### config.mk
export PLATFORM = sky130hd
export DESIGN_NAME = usb_rx_ep_buffer
export DESIGN_NICKNAME = d
export VERILOG_FILES = /design/src/rtl/rxep_pkg.sv /design/src/rtl/rxep_data.sv /design/src/rtl/rxep_ctrl.sv /design/src/rtl/usb_rx_ep_buffer.sv
export SDC_FILE = /design/constraint.sdc
export NUM_CORES = 1
export LEC_CHECK = 0
export BUFFER_PORTS_ARGS = -buffer_cell sky130_fd_sc_hd__buf_4
export CAP_MARGIN = 0
export CORE_MARGIN = 5
export CORE_UTILIZATION = 54
export CTS_CLUSTER_DIAMETER = 50
export DETAILED_ROUTE_END_ITERATION = 12
export GPL_ROUTABILITY_DRIVEN = 0
export HOLD_SLACK_MARGIN = 0.15
export MAX_ROUTING_LAYER = met4
export PLACE_DENSITY = 0.83
export SYNTH_ARGS = -nofsm -noshare
export SYNTH_HDL_FRONTEND = slang
export SYNTH_SLANG_ARGS = --single-unit
### constraint.sdc
create_clock -name clk -period 4.21 [get_ports clk]
set_input_delay 0.6315 -clock clk [delete_from_list [all_inputs] [get_ports clk]]
set_output_delay 0.6315 -clock clk [all_outputs]
set_load 0.05 [all_outputs]
### src/rtl/rxep_pkg.sv
package rxep_pkg;
  // Strobes from ownership control to the buffer datapath
  typedef struct packed {
    logic wrEn;    // store the incoming byte
    logic wrDrop;  // discard the packet in progress
    logic grant;   // latch size, buffer goes to CPU
    logic rdEn;    // fetch next stored byte
    logic rdZero;  // bad read, force zero
    logic ptrClr;  // CPU returns buffer
  } rxStrobe_t;
endpackage

### src/rtl/rxep_data.sv
module rxep_data
  import rxep_pkg::*;
#(
  parameter int unsigned DEPTH = 16,
  parameter int unsigned DW    = 8,
  parameter int unsigned CNT_W = $clog2(DEPTH + 1)
) (
  input  logic             clk,
  input  logic             rstN,
  input  rxStrobe_t        stb,
  input  logic [DW-1:0]    usbData,
  output logic [CNT_W-1:0] wrCnt,
  output logic [CNT_W-1:0] rdCnt,
  output logic [CNT_W-1:0] rxSize,
  output logic [DW-1:0]    rdData
);
  localparam int unsigned AW = (DEPTH > 1) ? $clog2(DEPTH) : 1;

  logic [DW-1:0]    mem [DEPTH];
  logic [CNT_W-1:0] cntAfter;

  assign cntAfter = wrCnt + CNT_W'(stb.wrEn);

  always_ff @(posedge clk) begin
    if (stb.wrEn) mem[wrCnt[AW-1:0]] <= usbData;
  end

  always_ff @(posedge clk or negedge rstN) begin
    if (!rstN) begin
      wrCnt  <= '0;
      rdCnt  <= '0;
      rxSize <= '0;
      rdData <= '0;
    end else begin
      if (stb.ptrClr) begin
        wrCnt <= '0;
        rdCnt <= '0;
      end else begin
        if (stb.wrDrop)    wrCnt <= '0;
        else if (stb.wrEn) wrCnt <= cntAfter;
        if (stb.rdEn)      rdCnt <= rdCnt + CNT_W'(1);
      end
      if (stb.grant) rxSize <= cntAfter;
      if (stb.rdEn)        rdData <= mem[rdCnt[AW-1:0]];
      else if (stb.rdZero) rdData <= '0;
    end
  end

  AST_WR_BOUND: assert property (@(posedge clk) disable iff (!rstN)
    32'(wrCnt) <= DEPTH);
  AST_RD_WITHIN_SIZE: assert property (@(posedge clk) disable iff (!rstN)
    rdCnt <= rxSize);
endmodule

### src/rtl/rxep_ctrl.sv
module rxep_ctrl
  import rxep_pkg::*;
#(
  parameter int unsigned DEPTH = 16,
  parameter int unsigned PKT_W = 11,
  parameter int unsigned CNT_W = $clog2(DEPTH + 1)
) (
  input  logic             clk,
  input  logic             rstN,
  input  logic [PKT_W-1:0] cfgMaxPkt,
  input  logic             cfgIso,
  input  logic             usbValid,
  input  logic             usbEop,
  input  logic             usbBad,
  input  logic             cpuRead,
  input  logic             cpuClear,
  input  logic [CNT_W-1:0] wrCnt,
  input  logic [CNT_W-1:0] rdCnt,
  input  logic [CNT_W-1:0] rxSize,
  output rxStrobe_t        stb,
  output logic             actReq,
  output logic             usbNak,
  output logic             underrun,
  output logic             rxDamaged,
  output logic             cfgErr
);
  logic tooLong;
  logic byteIn, eopIn, byteFits, overNow, fullNow, dropNow, grantNow, readOk;
  logic [CNT_W-1:0] cntAfter;

  assign cfgErr   = 32'(cfgMaxPkt) > DEPTH;
  assign usbNak   = actReq | cfgErr;
  assign byteIn   = ~usbNak & usbValid;
  assign eopIn    = ~usbNak & usbEop;
  assign byteFits = byteIn & ~tooLong & (32'(wrCnt) < 32'(cfgMaxPkt));
  assign overNow  = tooLong | (byteIn & ~byteFits);
  assign cntAfter = wrCnt + CNT_W'(byteFits);
  assign fullNow  = byteFits & (32'(cntAfter) == DEPTH);
  assign dropNow  = eopIn & (overNow | (usbBad & ~cfgIso));
  assign grantNow = eopIn ? ~dropNow : fullNow;
  assign readOk   = cpuRead & ~cpuClear & actReq & (rdCnt < rxSize);

  always_comb begin
    stb.wrEn   = byteFits;
    stb.wrDrop = dropNow;
    stb.grant  = grantNow;
    stb.rdEn   = readOk;
    stb.rdZero = cpuRead & ~cpuClear & ~readOk;
    stb.ptrClr = cpuClear & actReq;
  end

  always_ff @(posedge clk or negedge rstN) begin
    if (!rstN) begin
      actReq    <= 1'b0;
      tooLong   <= 1'b0;
      rxDamaged <= 1'b0;
      underrun  <= 1'b0;
    end else begin
      if (stb.ptrClr) begin
        actReq    <= 1'b0;
        rxDamaged <= 1'b0;
      end else if (grantNow) begin
        actReq    <= 1'b1;
        rxDamaged <= eopIn & usbBad & cfgIso;
      end
      if (eopIn)                       tooLong <= 1'b0;
      else if (byteIn && !byteFits)    tooLong <= 1'b1;
      if (cpuClear)        underrun <= 1'b0;
      else if (stb.rdZero) underrun <= 1'b1;
    end
  end

  AST_GRANT_SIZE: assert property (@(posedge clk) disable iff (!rstN)
    $rose(actReq) |-> rxSize == wrCnt);
  AST_OWNED_HOLDS_WRITES: assert property (@(posedge clk) disable iff (!rstN)
    actReq && !cpuClear |=> $stable(wrCnt));
  AST_UNDERRUN_STICKY: assert property (@(posedge clk) disable iff (!rstN)
    underrun && !cpuClear |=> underrun);
  AST_CLEAR_RELEASES: assert property (@(posedge clk) disable iff (!rstN)
    actReq && cpuClear |=> !actReq && wrCnt == '0 && rdCnt == '0);
  AST_DROP_BAD: assert property (@(posedge clk) disable iff (!rstN)
    !usbNak && usbEop && usbBad && !cfgIso |=> !actReq && wrCnt == '0);
  AST_IDLE_NO_DAMAGE: assert property (@(posedge clk) disable iff (!rstN)
    !actReq |-> !rxDamaged);
  AST_CFG_REFUSE: assert property (@(posedge clk) disable iff (!rstN)
    cfgErr && !actReq |=> $stable(wrCnt));
endmodule

### src/rtl/usb_rx_ep_buffer.sv
module usb_rx_ep_buffer
  import rxep_pkg::*;
#(
  parameter int unsigned DEPTH = 16,
  parameter int unsigned DW    = 8,
  parameter int unsigned PKT_W = 11,
  localparam int unsigned CNT_W = $clog2(DEPTH + 1)
) (
  input  logic             clk,
  input  logic             rstN,
  input  logic [PKT_W-1:0] cfgMaxPkt,
  input  logic             cfgIso,
  input  logic             usbValid,
  input  logic [DW-1:0]    usbData,
  input  logic             usbEop,
  input  logic             usbBad,
  output logic             usbNak,
  input  logic             cpuRead,
  input  logic             cpuClear,
  output logic [DW-1:0]    cpuRdData,
  output logic             actReq,
  output logic [CNT_W-1:0] rxSize,
  output logic             underrun,
  output logic             rxDamaged,
  output logic             cfgErr
);
  rxStrobe_t        stb;
  logic [CNT_W-1:0] wrCnt, rdCnt;

  rxep_ctrl #(.DEPTH(DEPTH), .PKT_W(PKT_W), .CNT_W(CNT_W)) uCtrl (
    .clk(clk), .rstN(rstN), .cfgMaxPkt(cfgMaxPkt), .cfgIso(cfgIso),
    .usbValid(usbValid), .usbEop(usbEop), .usbBad(usbBad),
    .cpuRead(cpuRead), .cpuClear(cpuClear),
    .wrCnt(wrCnt), .rdCnt(rdCnt), .rxSize(rxSize),
    .stb(stb), .actReq(actReq), .usbNak(usbNak), .underrun(underrun),
    .rxDamaged(rxDamaged), .cfgErr(cfgErr)
  );

  rxep_data #(.DEPTH(DEPTH), .DW(DW), .CNT_W(CNT_W)) uData (
    .clk(clk), .rstN(rstN), .stb(stb), .usbData(usbData),
    .wrCnt(wrCnt), .rdCnt(rdCnt), .rxSize(rxSize), .rdData(cpuRdData)
  );
endmodule

* After elaboration in Yosys (flattened, before gate mapping) *
Memory sizes are Yosys's and may differ from the RTL's.
Cells that the tools add are included.

word-level totals
  flip-flop bits (word level) = 27
  memory bits (read-only) = 0
  output and inout port bits = 18
  logic and storage cells = 66
  bits in writable memories = 128
  memories = 1
  latch bits = 0
  input port bits = 27

memories
  memory     words  bits a word  read ports  clocked after Yosys merged registers in  wr ports  line             source
  uData.mem  16     8            1           0                                        1         rxep_data.sv:19  logic [DW-1:0] mem [DEPTH];

cells by class
  bitwise operators = 25
  reduce and logical (&&, ||, !) cells = 8
  shifts and indexed selects = 0
  order comparisons = 3
  div/mod/pow operators = 0
  equality and inequality tests = 1
  muxes and demuxes = 18
  $add $sub $neg = 2
  multipliers = 0

operators with widths
  operator               count
  $mux W5                5
  $mux W8                2
  $and A1 B1 Y1          15
  $gt A11 B5 Y1 const B  1
  $lt A5 B11 Y1          1
  $mux W1                11
  $reduce_bool A2 Y1     5
  $not A1 Y1             7
  $add A5 B1 Y5          1
  $add A5 B1 Y5 const B  1
  $eq A5 B5 Y1 const B   1
  $lt A5 B5 Y1           1
  $or A1 B1 Y1           3
  $reduce_bool A3 Y1     1
  $logic_and A1 B1 Y1    1
  $logic_not A1 Y1       1

* Logic depth before layout (Yosys ltp) *
  word-level depth = 15
  gate-level depth with buffers = 14

* By module *
A second synthesis with hierarchy kept.

unflattened totals
  cells, all modules = 422
  area total of the unflattened synthesis = 6,730.2 sq um

by module, submodules not included
  module     times used  cells an instance  area each (sq um)
  rxep_data  1           340                6,070.8
  rxep_ctrl  1           82                 659.4

* Worst setup path after synthesis *
Ideal clock, no wire load.

  path kind = in2reg
  start = input cfgMaxPkt[3]
  end = register uData.rxSize[0]
  data required time = 4.085 ns
  library setup time = 0.125 ns
  path buffers = 0
  setup slack = 0.972 ns
  cell stages on the path = 11
  arrival time = 3.113 ns
  cell sequence = o41ai_4 > nand4_4 > nor2_1 > nand2_2 > inv_1 > ha_1 > ha_1 > nor4b_1 > a31o_2 > a32oi_4 > mux2_4

on the way
  longest elaborated chain between the ends = 13

ends and longest elaborated chain
  element                                                 line                              source
  start, declared                                         usb_rx_ep_buffer.sv:11            input logic [PKT_W-1:0] cfgMaxPkt,
  $gt A11 B5 Y1 *                                         rxep_ctrl.sv:31                   assign cfgErr = 32'(cfgMaxPkt) > DEPTH;
  $or A1 B1 Y1 *                                          rxep_ctrl.sv:32                   assign usbNak = actReq | cfgErr;
  via usbNak                                              usb_rx_ep_buffer.sv:17            output logic usbNak,
  $not A1 Y1 *                                            rxep_ctrl.sv:33, rxep_ctrl.sv:34
  branches (longest 10 deep; another with $add A5 B1 Y5)  -
  end signal, assigned                                    rxep_data.sv:43                   if (stb.grant) rxSize <= cntAfter;
  end, declared                                           rxep_data.sv:14                   output logic [CNT_W-1:0] rxSize,

Mark *: on every way through the listed nets, which the timed path passes.
A chain may end at the register's enable or synchronous reset.

* Worst setup path in the final report *
  start = register uData.wrCnt[3]
  end = register uData.rxSize[1]

on the way
  longest elaborated chain between the ends = 9

ends and longest elaborated chain
  element                                                line             source
  start, declared                                        rxep_data.sv:12  output logic [CNT_W-1:0] wrCnt,
  start signal, assigned                                 rxep_data.sv:40  else if (stb.wrEn) wrCnt <= cntAfter;
  branches (longest 9 deep; another with $lt A5 B11 Y1)  -

Several ways; the timed one is not identified.

==> results.cfg <==
[routing]
num_vias = 3432
dr.pass1.iters = 4
route.met3.wl_um = 657
vias_per_cell = 5.907
drtIter0Drc = 405
top_layer = met4
ant_nets = 0
drcViolationCount = 0
wl_met2_um = 6590
drt_wl_total_um = 12690
drt-met1-wl_um = 5265
wl_per_cell_um = 21.84

[worst_setup_path]
rrSetupSlack_ns = 0.82
r2r-start = uData.wrCnt[3]
critical_path_class = reg2reg
r2r_end = uData.rxSize[1]
reg2reg_depth = 12
worstPathRequired_ns = 4.50
crit_path_end_kind = flop
arrival_ns = 3.68
cp-startpoint = uData.wrCnt[3]
critPathLaunchType = flop
cp_max_fo = 15

[clock_network]
ctsLongestPathBuffers = 2
cts.sinks = 155
post-cts-setup-buffer-count = 0
clk_latency_ns = 0.42
hold_buffers = 1
path_clk_slew_ns = 0.06
htreeDepth = 4
cts_buffers = 17
clock-root-buffer = clkbuf_16
cts_tree = built
postCtsResizedCells = 0

[logic_synthesis]
async_flop_share_pct = 17.42
netlist_area_um2 = 6511
synth_edf_count = 128
syn_avg_cell_area_um2 = 17.89
yosysTopAreaCell = edfxtp_1
netlist.area_leader.share_pct = 59.03
synth_ff_type = edfxtp_1
synth_nets = 402
syn_inst = 364
yosysWarnings = 0
synthTopCellsByArea = edfxtp_1 (59%), mux4_2 (14%), dfrtp_1 (10%)
ys_ff_latch = 155
synthDistinctLibCells = 42
seq_area_frac_synth_pct = 69.41

[pwr]
internal_power_w = 0.002683
leakagePower_nw = 2.698
share_clk_of_total_power_pct = 43.7
p_comb_share_pct = 7.0
cellPowerDensity_nw_per_um2 = 448.5
power_switching_w = 0.0007293
pwr-share-seq_pct = 49.3
switching_share_pct = 21.37
ir_worst_vdd_mv = 0.3138

[sta]
fmax_mhz = 295.1
rsz0062_at_grt = false
hold_viol = 0
tns_ns = 0
setup_viol = 0
whs_ns = 0.4287
slew_headroom_pct = 42.01
post-route-min-period_ns = 3.389
setup_ws_ns = 0.8211
period_share_pct = 80.50
tightest_slew_ns = 0.8666
fin_worst_skew_ns = 0.009282
slew_violations = 0

[global_route]
grt_max_degree = 37
grt_first_pass_wirelength_um = 20100
gr-total-overflow = 0
grt_antenna_before_repair = 0
track_usage_pct = 19.54
grt_pass1_vias = 3543

[min_path]
hold_path.class = in2reg
holdPathStages = 2
hold-path-endpoint = uCtrl.underrun
hold_start = cpuClear

[die]
io_pins = 45
core_area_um2 = 11910
die_area_um2 = 14350
die_x_um = 119.8
dieHeight_um = 119.8
start_util_pct = 54.66
rows = 40

[placed_design]
port_buffers = 44
place_worst_setup_slack_ns = 0.7350
place_inst = 548
dp_hpwl_um = 8229

[final_layout]
regArea_um2 = 4521
antennaDiodeCount = 0
fin_nets = 459
areaGrowthSynthToFinish_pct = 16.83
fillers = 792
finalNonFillerCells = 581
multi_input_area_um2 = 1846
final_layout_size_suffix_gt1_share_pct = 31.11

[job]
cap_violations = 0

[outcome]
outcome = completed
[power groups by stage]
stage / clock network (W) / registers [W] / logic [W]
after floorplan: 0 / 0.00172 / 0.000152
after global placement: 0 / 0.00172 / 0.000229
after detailed placement: 0 / 0.00172 / 0.000236
after CTS: 0.00151 / 0.00168 / 0.000241
after global routing: 0.00159 / 0.00168 / 0.000258
final: 0.00149 / 0.00168 / 0.000238
[worst max path at each step]
stage,endpoint,slack (ns),cells after the start
final,uData.rxSize[1],0.82,12
after global routing,uData.rxSize[1],0.63,12
after CTS,uData.rxSize[1],0.86,12
after detailed placement,uData.rxSize[1],0.73,14
after global placement,uData.rxSize[1],0.88,14
after floorplan,uData.rxSize[0],0.97,11
[worst max-delay path, stage by stage (launching register included)]
cell      delay (ns)
dfrtp_1         0.67
ha_1            0.33
o21ai_0         0.20
nand2b_1        0.14
nand2_1         0.14
nand2_2         0.12
inv_1           0.14
ha_1            0.24
ha_1            0.27
nor4b_1         0.09
a31o_2          0.25
a32oi_4         0.35
mux2_4          0.34
[through the flow]
stage,power (W),cell area (um2),util (%)
final,0.003412,7607,63.87
after detailed placement,0.001952,7012,58.87
after global placement,0.001945,7012,58.87
after CTS,0.003436,7607,63.87
after floorplan,0.001871,6511,-
after global routing,0.003529,7607,63.87
[cell families (layout without fill, tap and decap cells)]
| family | count (synthesis) | in the layout | share of synthesized area, % |
|---|---|---|---|
| flops | 155 | 155 | 69.41 |
| simple gates | 71 | 71 | 5.707 |
| mux | 48 | 48 | 15.24 |
| compound gates | 40 | 40 | 4.747 |
| buf+inv | 35 | 105 | 2.248 |
| fa+ha+maj | 11 | 11 | 2.114 |
| xor+xnor | 4 | 4 | 0.5381 |
[registers in the layout (all words and copies together) (netlist names)]
name / cells
uData.rxSize: 5
uData.wrCnt: 5
uData.rdCnt: 5
uCtrl.underrun: 1
uData.rdData: 8
uCtrl.rxDamaged: 1
uCtrl.tooLong: 1
uData.mem: 128
uCtrl.actReq: 1
[metal layers]
metal / vias up / GRT usage (%)
met5: - / -
met4: 0 / 6.872
met3: 15 / 4.100
met2: 124 / 30.79
met1: 1750 / 25.66
li1: 1543 / -
[cells in the mapped netlist, drive strengths merged, types with 2 or more instances]
library cell,count
buf,7
nand3,11
o211ai,5
a21oi,10
nand2b,6
nand3b,2
xor2,3
nor2,19
mux4,40
ha,11
edfxtp,128
mux2,3
or3,3
o31ai,3
a211oi,2
nor3,6
inv,21
dfrtp,27
mux2i,5
o21ai,14
clkbuf,7
nand2,19
[area by class of cell]
class | count | area share, %
clock buffers | 20 | 5.872
inverters | 21 | 1.036
repair buffers | 52 | 5.164
clock inverters | 12 | 1.826
well taps | 147 | 2.418
multi-input cells | 174 | 24.26
flip-flops and latches | 155 | 59.42
[layout by cell type (no fill, tap or decap), types with 3 or more instances in the layout]
| cell | count |
|---|---|
| a21oi_1 | 10 |
| buf_4 | 51 |
| clkbuf_16 | 17 |
| clkinvlp_4 | 4 |
| dfrtp_1 | 26 |
| edfxtp_1 | 128 |
| ha_1 | 11 |
| inv_1 | 21 |
| mux2i_1 | 5 |
| mux4_2 | 40 |
| nand2_1 | 18 |
| nand2b_1 | 6 |
| nand3_1 | 11 |
| nor2_1 | 19 |
| nor3_1 | 6 |
| o211ai_1 | 5 |
| o21ai_0 | 4 |
| o21ai_1 | 8 |
| o31ai_1 | 3 |
| xor2_1 | 3 |
Note: power is estimated with default switching activity, not from simulation.
